===== src/rtl/txbuf_sched.sv =====
module txbuf_sched #(
  parameter int NBUF = 3,
  parameter int AW   = (NBUF > 1) ? $clog2(NBUF) : 1
) (
  input  logic          clk,
  input  logic          rst_n,
  input  logic          reg_we,
  input  logic [AW-1:0] reg_addr,
  input  logic [7:0]    reg_wdata,
  output logic [7:0]    reg_rdata,
  output logic          tx_valid,
  output logic [AW-1:0] tx_idx,
  input  logic          tx_ready,
  input  logic          done_valid,
  input  logic [1:0]    done_kind
);

  localparam logic [1:0] K_OK   = 2'd0;
  localparam logic [1:0] K_LARB = 2'd1;
  localparam logic [1:0] K_ERR  = 2'd2;
  localparam logic [1:0] K_ABT  = 2'd3;

  logic [NBUF-1:0] req_q, abt_q, larb_q, err_q, apend_q;
  logic [1:0]      pri_q [NBUF];
  logic            busy_q;
  logic [AW-1:0]   cur_q;

  logic            sel_any;
  logic [AW-1:0]   sel_idx;
  logic [1:0]      sel_pri;
  logic [NBUF-1:0] wr_hit, fly, fin, kill;

  wire launch  = tx_valid & tx_ready;
  wire addr_ok = int'(reg_addr) < NBUF;

  always_comb begin
    sel_any = 1'b0;
    sel_idx = '0;
    sel_pri = '0;
    for (int i = 0; i < NBUF; i++) begin
      if (req_q[i] && !apend_q[i] && (!sel_any || pri_q[i] >= sel_pri)) begin
        sel_any = 1'b1;
        sel_idx = AW'(i);
        sel_pri = pri_q[i];
      end
    end
  end

  assign tx_valid = sel_any & ~busy_q;
  assign tx_idx   = sel_idx;

  always_comb begin
    for (int i = 0; i < NBUF; i++) begin
      wr_hit[i] = reg_we && addr_ok && (reg_addr == AW'(i));
      fly[i]    = (busy_q && cur_q == AW'(i)) || (launch && tx_idx == AW'(i));
      fin[i]    = done_valid && busy_q && (cur_q == AW'(i));
      kill[i]   = wr_hit[i] && !reg_wdata[3] && req_q[i];
    end
  end

  always_ff @(posedge clk) begin
    if (!rst_n) begin
      req_q   <= '0;
      abt_q   <= '0;
      larb_q  <= '0;
      err_q   <= '0;
      apend_q <= '0;
      busy_q  <= 1'b0;
      cur_q   <= '0;
      for (int i = 0; i < NBUF; i++) pri_q[i] <= '0;
    end else begin
      if (launch) begin
        busy_q <= 1'b1;
        cur_q  <= tx_idx;
      end
      if (done_valid && busy_q) busy_q <= 1'b0;
      for (int i = 0; i < NBUF; i++) begin
        if (wr_hit[i]) begin
          pri_q[i] <= reg_wdata[1:0];
          if (reg_wdata[3] && !req_q[i]) begin
            req_q[i]  <= 1'b1;
            abt_q[i]  <= 1'b0;
            larb_q[i] <= 1'b0;
            err_q[i]  <= 1'b0;
          end else if (kill[i]) begin
            if (fly[i]) apend_q[i] <= 1'b1;
            else begin
              req_q[i] <= 1'b0;
              abt_q[i] <= 1'b1;
            end
          end
        end
        if (fin[i]) begin
          apend_q[i] <= 1'b0;
          case (done_kind)
            K_OK: req_q[i] <= 1'b0;
            K_LARB, K_ERR: begin
              if (done_kind == K_LARB) larb_q[i] <= 1'b1;
              else                     err_q[i]  <= 1'b1;
              if (apend_q[i] || kill[i]) begin
                req_q[i] <= 1'b0;
                abt_q[i] <= 1'b1;
              end
            end
            K_ABT: begin
              req_q[i] <= 1'b0;
              abt_q[i] <= 1'b1;
            end
            default: ;
          endcase
        end
      end
    end
  end

  always_comb begin
    reg_rdata = 8'h00;
    for (int i = 0; i < NBUF; i++)
      if (reg_addr == AW'(i))
        reg_rdata = {1'b0, abt_q[i], larb_q[i], err_q[i], req_q[i], 1'b0, pri_q[i]};
  end

endmodule


===== config.mk =====
export PLATFORM = sky130hd
export DESIGN_NAME = txbuf_sched
export DESIGN_NICKNAME = d
export VERILOG_FILES = /design/src/rtl/txbuf_sched.sv
export SDC_FILE = /design/constraint.sdc
export NUM_CORES = 1
export LEC_CHECK = 0
export BUFFER_PORTS_ARGS = -buffer_cell sky130_fd_sc_hd__buf_4
export CORE_ASPECT_RATIO = 0.6
export CORE_MARGIN = 2
export CORE_UTILIZATION = 40
export DETAILED_ROUTE_END_ITERATION = 8
export GPL_ROUTABILITY_DRIVEN = 0
export GPL_TIMING_DRIVEN = 0
export SLEW_MARGIN = 10
export SYNTH_ARGS = -nofsm -noshare
export SYNTH_HDL_FRONTEND = slang
export SYNTH_SLANG_ARGS = --single-unit

===== constraint.sdc =====
create_clock -name clk -period 5.2 [get_ports clk]
set_input_delay 0.26 -clock clk [delete_from_list [all_inputs] [get_ports clk]]
set_output_delay 0.26 -clock clk [all_outputs]
set_load 0.005 [all_outputs]

-- Word-level counts from Yosys, hierarchy flattened
Memory sizes are Yosys's and may differ from the RTL's.
Cells that the tools add are included.
- flip-flop bits (word level): 18
- bits in writable memories: 6
- bits of input ports: 17
- output and inout port bits: 11
- word-level logic and storage cells: 185
- memories kept: 1
- memories (name ; words ; width ; rd ports ; clocked after memory_dff ; wr ports ; RTL line ; RTL):
    pri_q ; 3 ; 2 ; 3 ; 0 ; 3 ; 24 ; logic [1:0] pri_q [NBUF];
- order comparisons: 3
- equality and inequality tests: 9
- mux-type cells: 95
- bitwise logic cells: 10
- reduce and logical (&&, ||, !) cells: 58
- operators with widths (operator ; number):
    $mux W1 ; 80
    $logic_and A1 B1 Y1 ; 28
    $mux W8 ; 2
    $mux W2 ; 6
    $pmux W1 S2 ; 6
    $reduce_and A4 Y1 ; 3
    $reduce_or A2 Y1 ; 6
    $eq A2 B2 Y1 const B ; 5
    $logic_not A1 Y1 ; 9
    $eq A2 B1 Y1 const B ; 4
    $logic_not A2 Y1 ; 4
    $logic_or A1 B1 Y1 ; 8
    $mux W7 ; 1
    $not A1 Y1 ; 5
    $ge A2 B2 Y1 ; 2
    $or A1 B1 Y1 ; 3
    $and A1 B1 Y1 ; 2
    $lt A2 B2 Y1 const B ; 1

-- Longest topological paths before layout
Gate-level depths: netlist of the first run.
- word-level depth: 22
- mapped depth: 13
- gate-level depth less buffers: 13

-- Worst setup path before layout of the first run
No wires, ideal clock.
- kind: register to register
- from: register req_q[0]
- to: register req_q[1]
- setup time: 0.087 ns
- arrival time: 3.056 ns
- required time: 5.113 ns
- path slack: 2.057 ns
- stages on the path, launching flop included: 14
- path buffers: 0
- clock period less this slack: 3.143 ns
- path through: dfxtp_1 > nor2b_1 > and2_1 > ha_1 > nand2b_1 > a211oi_4 > nor2_1 > mux2_2 > ha_1 > nand2b_1 > a21oi_1 > o2111ai_1 > and4_1 > nor4b_2
- word-level cells in the longest chain between the ends: 21
- ends and longest elaborated chain (item ; RTL line ; RTL):
    from (decl) ; 23 ; logic [NBUF-1:0] req_q, abt_q, larb_q, err_q, apend_q;
    from (signal assigned) ; 63 ; req_q <= '0;
    from (signal, indexed assignment) ; 81 ; req_q[i] <= 1'b1;
    from (signal, indexed assignment) ; 88 ; req_q[i] <= 1'b0;
    $logic_and A1 B1 Y1 (*) ; 41 ; if (req_q[i] && !apend_q[i] && (!sel_any || pri_q[i] >= sel_pri)) begin
    $mux W2 / $mux W1 (equally long branches) ; 41 ;
    $ge A2 B2 Y1 / $logic_not A1 Y1 (equally long branches) ; 41 ;
    $logic_or A1 B1 Y1 ; 41 ;
    $logic_and A1 B1 Y1 ; 41 ;
    $mux W2 / $mux W1 (equally long branches) ; 41 ;
    $ge A2 B2 Y1 / $logic_not A1 Y1 (equally long branches) ; 41 ;
    $logic_or A1 B1 Y1 ; 41 ;
    (+5 left out) ; - ;
    $logic_or A1 B1 Y1 (*) ; 55 ; fly[i] = (busy_q && cur_q == AW'(i)) || (launch && tx_idx == AW'(i));
    $mux W1 (*) ; 86 ; if (fly[i]) apend_q[i] <= 1'b1;
    $mux W1 (*) ; 85 ; end else if (kill[i]) begin
    $mux W1 (*) ; 80 ; if (reg_wdata[3] && !req_q[i]) begin
    $mux W1 (*) ; 78 ; if (wr_hit[i]) begin
    $mux W1 ; 100 ; if (apend_q[i] || kill[i]) begin
    $pmux W1 S2 ; 95 ; case (done_kind)
    $mux W1 (*) ; 93 ; if (fin[i]) begin
Every way passes the cells marked *; elsewhere a longest branch is shown, timed or not.
A chain may end at the register's enable or synchronous reset.

-- Worst setup path in the final report of the first run
- from: register req_q[0]
- to: output tx_idx[0]
- word-level cells in the longest chain between the ends: 10
- ends and longest elaborated chain (item ; RTL line ; RTL):
    $logic_and A1 B1 Y1 (*) ; 41 ;
    $mux W2 / $mux W1 (equally long branches) ; 41 ;
    $ge A2 B2 Y1 / $logic_not A1 Y1 (equally long branches) ; 41 ;
    $logic_or A1 B1 Y1 ; 41 ;
    $logic_and A1 B1 Y1 ; 41 ;
    $mux W2 / $mux W1 (equally long branches) ; 41 ;
    $ge A2 B2 Y1 / $logic_not A1 Y1 (equally long branches) ; 41 ;
    $logic_or A1 B1 Y1 ; 41 ;
    $logic_and A1 B1 Y1 ; 41 ;
    $mux W2 (*) ; 41 ;
    to (decl) ; 12 ; output logic [AW-1:0] tx_idx,
Marked as above.

==> run_results.csv, run 1 <==
group,metric,value,unit
synthesis,synth_compound_area_share,20.3,%
route,post-route-drc-count,0,
worst_setup_path,start_kind,"flop",
cells_and_area,final_common_cell,"buf_4",
worst_setup_path,arrival,3.71,ns
cells_and_area,drive_gt1_share,19.4,%
synthesis,synth_top_family_by_area,"simple AND/OR/NAND/NOR gates",
clock_tree,cts.clk_slew.worst_paths,0.09,ns
synthesis,synth.ff_latch_count,24,
route,wl_per_cell,16.5,um
global_route,grt.met2_usage,29.3,%
global_route,grt_max_degree,15,
timing,rsz0062_at_grt,"false",
global_route,grt_first_pass_wirelength,6.81,mm
global_route,grt_remaining_overflow,0,
global_route,antenna_found_initial,0,
timing,finalClockSkew,0.00579,ns
clock_tree,postCtsHoldBufs,0,
synthesis,synth.largest_area_cell,"dfxtp_1",
placed_design,port_buffers,20,
clock_tree,cts_buffer_depth,2,
route,first_pass_iters,4,
cells_and_area,fillers,374,
synthesis,async_flop_share,0,%
cells_and_area,antennaDiodeCount,0,
floorplan,pin_count,28,
route,drt_wl_total,4.25,mm
route,ant_nets,0,
route,vias_per_cell,5.81,
worst_setup_path,cp.depth,13,
worst_hold_path,hp-class,"in2reg",
worst_setup_path,crit_start,"req_q[0]",
global_route,use_met3,4.06,%
timing,fmax,0.252,GHz
pwr,peakVddDrop,0.0847,mV
synthesis,synth.mux.area_fraction,4.42,%
synthesis,ys_warn_count,0,
synthesis,synth_xor_area_share,0,%
clock_tree,cts.repair.resized,0,
outcome,status,"finished, final reports clean",
timing,period_minus_slack,3.97,ns
worst_setup_path,cp_top_family,"simple AND/OR/NAND/NOR gates",
floorplan,dieArea,4570,um2
cells_and_area,fin_nets,236,
run,cap_viol_max_count,0,
worst_setup_path,max_stage_delay,0.51,ns
timing,relSlewSlack,65.8,%
worst_setup_path,endpoint,"tx_idx[0]",
worst_setup_path,crit_buf_inv,1,
timing,worst_pin_slew,0.513,ns
global_route,grt_busiest_layer,"met2",
synthesis,syn_inst,186,
worst_setup_path,worstPathMaxFanout,6,
timing,tns,0,ns
worst_setup_path,endpoint_kind,"output pin",
clock_tree,h-tree-depth,1,
floorplan,die_w,86.0,um
synthesis,synth-adder-area-share,5.43,%
worst_setup_path,crit_chain,"nor2b_1, and2_1, ha_1, nand2b_1, a211oi_4, nor2_1, mux2_2, ha_1, nand2b_1, a221oi_1, nor2_1, nor3_1, buf_4",
synthesis,seq_area_frac_synth,33.5,%
worst_hold_path,holdCritStartpoint,"rst_n",
clock_tree,cts_setup_buffers,0,
worst_setup_path,cp_slowest_cell,"dfxtp_1",
worst_setup_path,r2r_slack,1.47,ns
worst_setup_path,r2r_end,"req_q[1]",
global_route,grt_util_all_layers,19.9,%
cells_and_area,final_cell_mix,"buf_4 (24), nand2_1 (19), dfxtp_1 (18)",
worst_setup_path,worstRegToRegCells,13,
worst_setup_path,path_class,"reg2out",
clock_tree,cts_buffers,3,
synthesis,synth_top_area_share,22.3,%
worst_setup_path,crit_required,4.94,ns
floorplan,core-area,3760,um2
worst_setup_path,timing.rr.start,"req_q[0]",
timing,setup_viol,0,
synthesis,synth_top_flop_cell,"dfxtp_1",
route,drt-initial-drc-count,127,
clock_tree,cts_tree,"yes",
synthesis,synth_area,1610,um2
floorplan,rows,17,
floorplan,start_util,42.8,%
synthesis,synth-simple-area-share,31.8,%
synthesis,ys_types,48,
pwr,p_per_area,231,nW/um2
clock_tree,cts.sinks,24,
timing,period_share,76.4,%
cells_and_area,synthToLayoutAreaGrowth,17.6,%
synthesis,avgSynthCellArea,8.67,um2
cells_and_area,utilization,50.4,%
timing,slew_viol_final,0,
pwr,leakage,0.731,nW
clock_tree,root_buffer,"clkbuf_8",
route,vias,1499,
synthesis,synthTopCellsByArea,"dfxtp_1 (22%), edfxtp_1 (11%), nor2b_1 (6.6%)",
global_route,grt_pass1_vias,1415,
clock_tree,clk_latency,0.27,ns
synthesis,synth_edf_count,6,
timing,hold_viol,0,
placed_design,hpwl,3.42,mm
floorplan,die_y,53.2,um
global_route,met1_usage,29.3,%
[report_power, final]
group          internal, W  switching (W)
combinational    0.0000306      0.0000381
clock             0.000103      0.0000637
sequential        0.000197     0.00000559
[cells in the mapped netlist (2+ instances only)]
cell type and n:
nor3b_1 3, nand2b_1 5, a31oi_1 3, and3_1 2
nor3_1 3, a32oi_1 3, nor3b_2 2, nand2_1 19
or3_1 4, nor2_1 8, and2_1 2, nand3_1 8
clkbuf_1 4, mux2i_1 6, dfxtp_1 18, and4_2 2
o21ai_0 16, inv_1 5, a21oi_1 10, edfxtp_1 6
a21boi_0 2, a22oi_1 4, buf_4 4, ha_1 7
nor2b_1 17
[state kept, by name, indices dropped and copies added, names as in the netlist]
register  count
req_q         3
larb_q        3
busy_q        1
err_q         3
pri_q         6
apend_q       3
cur_q         2
abt_q         3
[routing by layer]
layer | vias to the layer above | wire (um)
li1 | 723 | -
met1 | 707 | 2090
met2 | 67 | 1770
met3 | 2 | 376
met4 | 0 | 21
met5 | - | 0
[final cells by class]
cell class                      count  area, um2  share of cell area, %
Buffer                              9       50.0                   2.64
Clock buffer                        3       41.3                   2.18
Clock inverter                      1       30.0                   1.58
Inverter                            5       18.8                  0.989
Multi-Input combinational cell    149       1010                   53.1
Sequential cell                    24        541                   28.5
Tap cell                           47       58.8                   3.10
Timing Repair Buffer               20        150                   7.92
[through the flow]
step / total power, W / instances / cell area [um2] / hold slack [ns] / setup slack, ns
final: 0.000438 / 258 / 1900 / 0.293 / 1.23
after detailed placement: 0.000275 / 254 / 1830 / 0.470 / 1.52
after CTS: 0.000439 / 258 / 1900 / 0.293 / 1.25
after global routing: 0.000456 / 258 / 1900 / 0.294 / 0.961
after floorplan: 0.000247 / 187 / 1620 / 0.406 / 2.06
after global placement: 0.000272 / 254 / 1830 / 0.453 / 1.65
[worst min-delay path by stage]
stage               end  slack [ns]  cells past startpoint
6_report       req_q[0]        0.29                      3
3_3_place_gp   abt_q[1]        0.45                      2
2_1_floorplan  req_q[2]        0.41                      2
3_5_place_dp   abt_q[1]        0.47                      2
5_1_grt        req_q[0]        0.29                      3
4_1_cts        req_q[0]        0.29                      3
[worst register-to-register path, stage by stage, from the launching register on]
cell and delay (ns):
dfxtp_1 0.51, nor2b_1 0.25, and2_1 0.18, ha_1 0.23
nand2b_1 0.19, a211oi_4 0.30, nor2_1 0.12, mux2_2 0.28
ha_1 0.29, nand2b_1 0.17, a21oi_1 0.29, o2111ai_1 0.30
and4_1 0.32, nor4b_2 0.23
[kinds of logic (layout without fill, tap and decap cells)]
family / count (synthesis) / count (layout)
AOI/OAI and AO/OA: 49 / 49
adders and majority gates: 7 / 7
buffers and inverters: 14 / 38
DFF: 24 / 24
muxes: 7 / 7
other: 1 / 2
and+or+nand+nor: 84 / 84
(Power assumes the default switching activity.)
==> inputs of run 2 (changes only) <==
- clock period: 5.2 -> 3.3 ns (I/O delays scaled with it)
==> run 2 against run 1 <==
Against the previous run:
- first-iteration DRC count shrank 2.4%
- non-clock buffer count grew 6
- sequential share of layout area shrank 1.7 points
- flip-flop and latch count is the same
- wire length grew 3.6%
- die area is the same
- largest power group unchanged
- highest routed layer unchanged
==> run_results.csv, run 2 (synthesis gave the netlist of run 1 again) <==
group,metric,value,unit
worst_setup_path,start_kind,"flop",
global_route,antenna_found_initial,0,
worst_setup_path,arrival,3.01,ns
placed_design,port_buffers,20,
pwr,pwr-share-clk,37.2,%
worst_setup_path,endpoint_kind,"output pin",
cells_and_area,largest_register_ffs,6,
worst_setup_path,crit_start,"req_q[0]",
timing,fmax,0.315,GHz
pwr,p_switching,0.000175,W
timing,finalClockSkew,0.00693,ns
timing,slew_viol_final,0,
worst_hold_path,hp-class,"in2reg",
worst_setup_path,worstRegToRegCells,13,
cells_and_area,antennaDiodeCount,0,
route,ant_nets,0,
worst_setup_path,cp_slowest_cell,"dfxtp_4",
global_route,grt_first_pass_wirelength,6.99,mm
floorplan,pin_count,28,
route,vias,1536,
clock_tree,cts.clk_slew.worst_paths,0.09,ns
global_route,grt_pass1_vias,1447,
route,drt-initial-drc-count,124,
route,post-route-drc-count,0,
placed_design,postPlaceCellArea,1830,um2
route,drt_wl_total,4.40,mm
timing,rsz0062_at_grt,"false",
floorplan,core-area,3760,um2
worst_setup_path,endpoint,"tx_idx[1]",
pwr,power_frac_comb,17.6,%
cells_and_area,max_flop_register,"pri_q",
clock_tree,clk_latency,0.27,ns
cells_and_area,finalInstanceArea,2040,um2
worst_setup_path,cp.depth,13,
pwr,intPower,0.000529,W
cells_and_area,final_common_cell,"buf_4",
global_route,grt_util_all_layers,20.5,%
pwr,peakVddDrop,0.139,mV
worst_setup_path,timing.rr.start,"req_q[0]",
cells_and_area,fin_nets,242,
global_route,grt_remaining_overflow,0,
global_route,grt_max_degree,15,
cells_and_area,synthToLayoutAreaGrowth,26.3,%
floorplan,die_y,53.2,um
worst_setup_path,r2r_slack,0.17,ns
timing,relSlewSlack,66.7,%
clock_tree,cts_buffer_depth,2,
worst_setup_path,cp_top_family,"simple AND/OR/NAND/NOR gates",
cells_and_area,utilization,54.1,%
worst_setup_path,r2r_end,"req_q[1]",
cells_and_area,final_cell_mix,"buf_4 (30), nand2_1 (19), nor2b_1 (16), o21ai_0 (16), dfxtp_1 (16)",
route,wl_per_cell,16.7,um
worst_setup_path,crit_buf_inv,2,
floorplan,rows,17,
timing,hold_viol,0,
timing,setup_viol,0,
floorplan,start_util,42.8,%
timing,worst_pin_slew,0.499,ns
pwr,seqPwrFrac,45.3,%
timing,period_minus_slack,3.18,ns
placed_design,pre_cts_ws,-0.381,ns
clock_tree,cts_tree,"yes",
worst_setup_path,crit_required,3.13,ns
pwr,leakage,0.797,nW
worst_setup_path,path_class,"reg2out",
pwr,p_per_area,346,nW/um2
worst_hold_path,holdCritStartpoint,"rst_n",
run,cap_viol_max_count,0,
worst_setup_path,worstPathMaxFanout,3,
floorplan,die_w,86.0,um
floorplan,dieArea,4570,um2
outcome,status,"finished, final reports clean",
timing,setup_slack,0.123,ns
clock_tree,cts.sinks,24,
cells_and_area,drive_gt1_share,27.6,%
worst_setup_path,crit_chain,"nor2b_4, and2_4, ha_1, nand2b_4, a211oi_4, nor2_2, mux2_4, ha_4, nand2b_4, a221oi_4, nor2_2, buf_4, buf_4",
timing,period_share,96.3,%
route,first_pass_iters,4,
worst_setup_path,max_stage_delay,0.36,ns
clock_tree,h-tree-depth,1,
pwr,swShare,24.9,%
clock_tree,cts_buffers,3,
route,vias_per_cell,5.82,
clock_tree,root_buffer,"clkbuf_8",
timing,tns,0,ns
placed_design,hpwl,3.42,mm
[run 2: final cells by class]
type	count	area (um2)
fill	361	1730
clock buffer	3	41.3
timing repair buffer	26	195
sequential	24	546
tap	47	58.8
multi-input combinational	149	1100
clock inverter	1	30.0
buffer	9	50.0
inverter	5	18.8
[run 2: repair_timing]
| action | in CTS | in global routing |
|---|---|---|
| setup buffers | 5 | 1 |
| gates cloned | 0 | 0 |
| pin swaps | 5 | 5 |
| gates resized for setup | 12 | 6 |
| hold buffers | 0 | 0 |
| endpoints found under the setup margin | 13 | 3 |
[run 2: metal layers]
metal	GRT usage [%]	up-vias	routed length [um]
li1	-	740	-
met1	29.4	723	2130
met2	30.1	69	1820
met3	5.46	4	417
met4	5.82	0	37
met5	0	-	0
[run 2: how the worst min path moves through the flow]
stage	to	cells past startpoint
2_1_floorplan	req_q[2]	2
3_3_place_gp	abt_q[1]	2
6_report	req_q[0]	3
5_1_grt	req_q[0]	3
3_5_place_dp	abt_q[1]	2
4_1_cts	req_q[0]	3
[run 2: power by group through the flow]
stage | registers (W) | logic [W] | clock network, W
3_3_place_gp | 0.000326 | 0.000103 | 0
6_report | 0.000319 | 0.000124 | 0.000262
5_1_grt | 0.000320 | 0.000135 | 0.000277
2_1_floorplan | 0.000322 | 0.0000667 | 0
3_5_place_dp | 0.000326 | 0.000107 | 0
4_1_cts | 0.000318 | 0.000118 | 0.000264
[run 2: stage by stage]
stage / total power (W) / instances / hold WS (ns)
CTS: 0.000701 / 263 / 0.190
finish: 0.000704 / 264 / 0.192
global placement: 0.000429 / 254 / 0.453
detailed placement: 0.000434 / 254 / 0.470
floorplan: 0.000389 / 187 / 0.311
global route: 0.000732 / 264 / 0.192
[run 2: worst register-to-register path, cell delays in order (launching register included)]
cell       delay [ns]
dfxtp_4          0.36
nor2b_4          0.13
and2_4           0.16
ha_1             0.28
nand2b_4         0.15
a211oi_4         0.25
nor2_2           0.09
mux2_4           0.32
ha_4             0.23
nand2b_4         0.15
a21oi_2          0.24
o2111ai_4        0.18
and4_1           0.26
nor4b_2          0.23
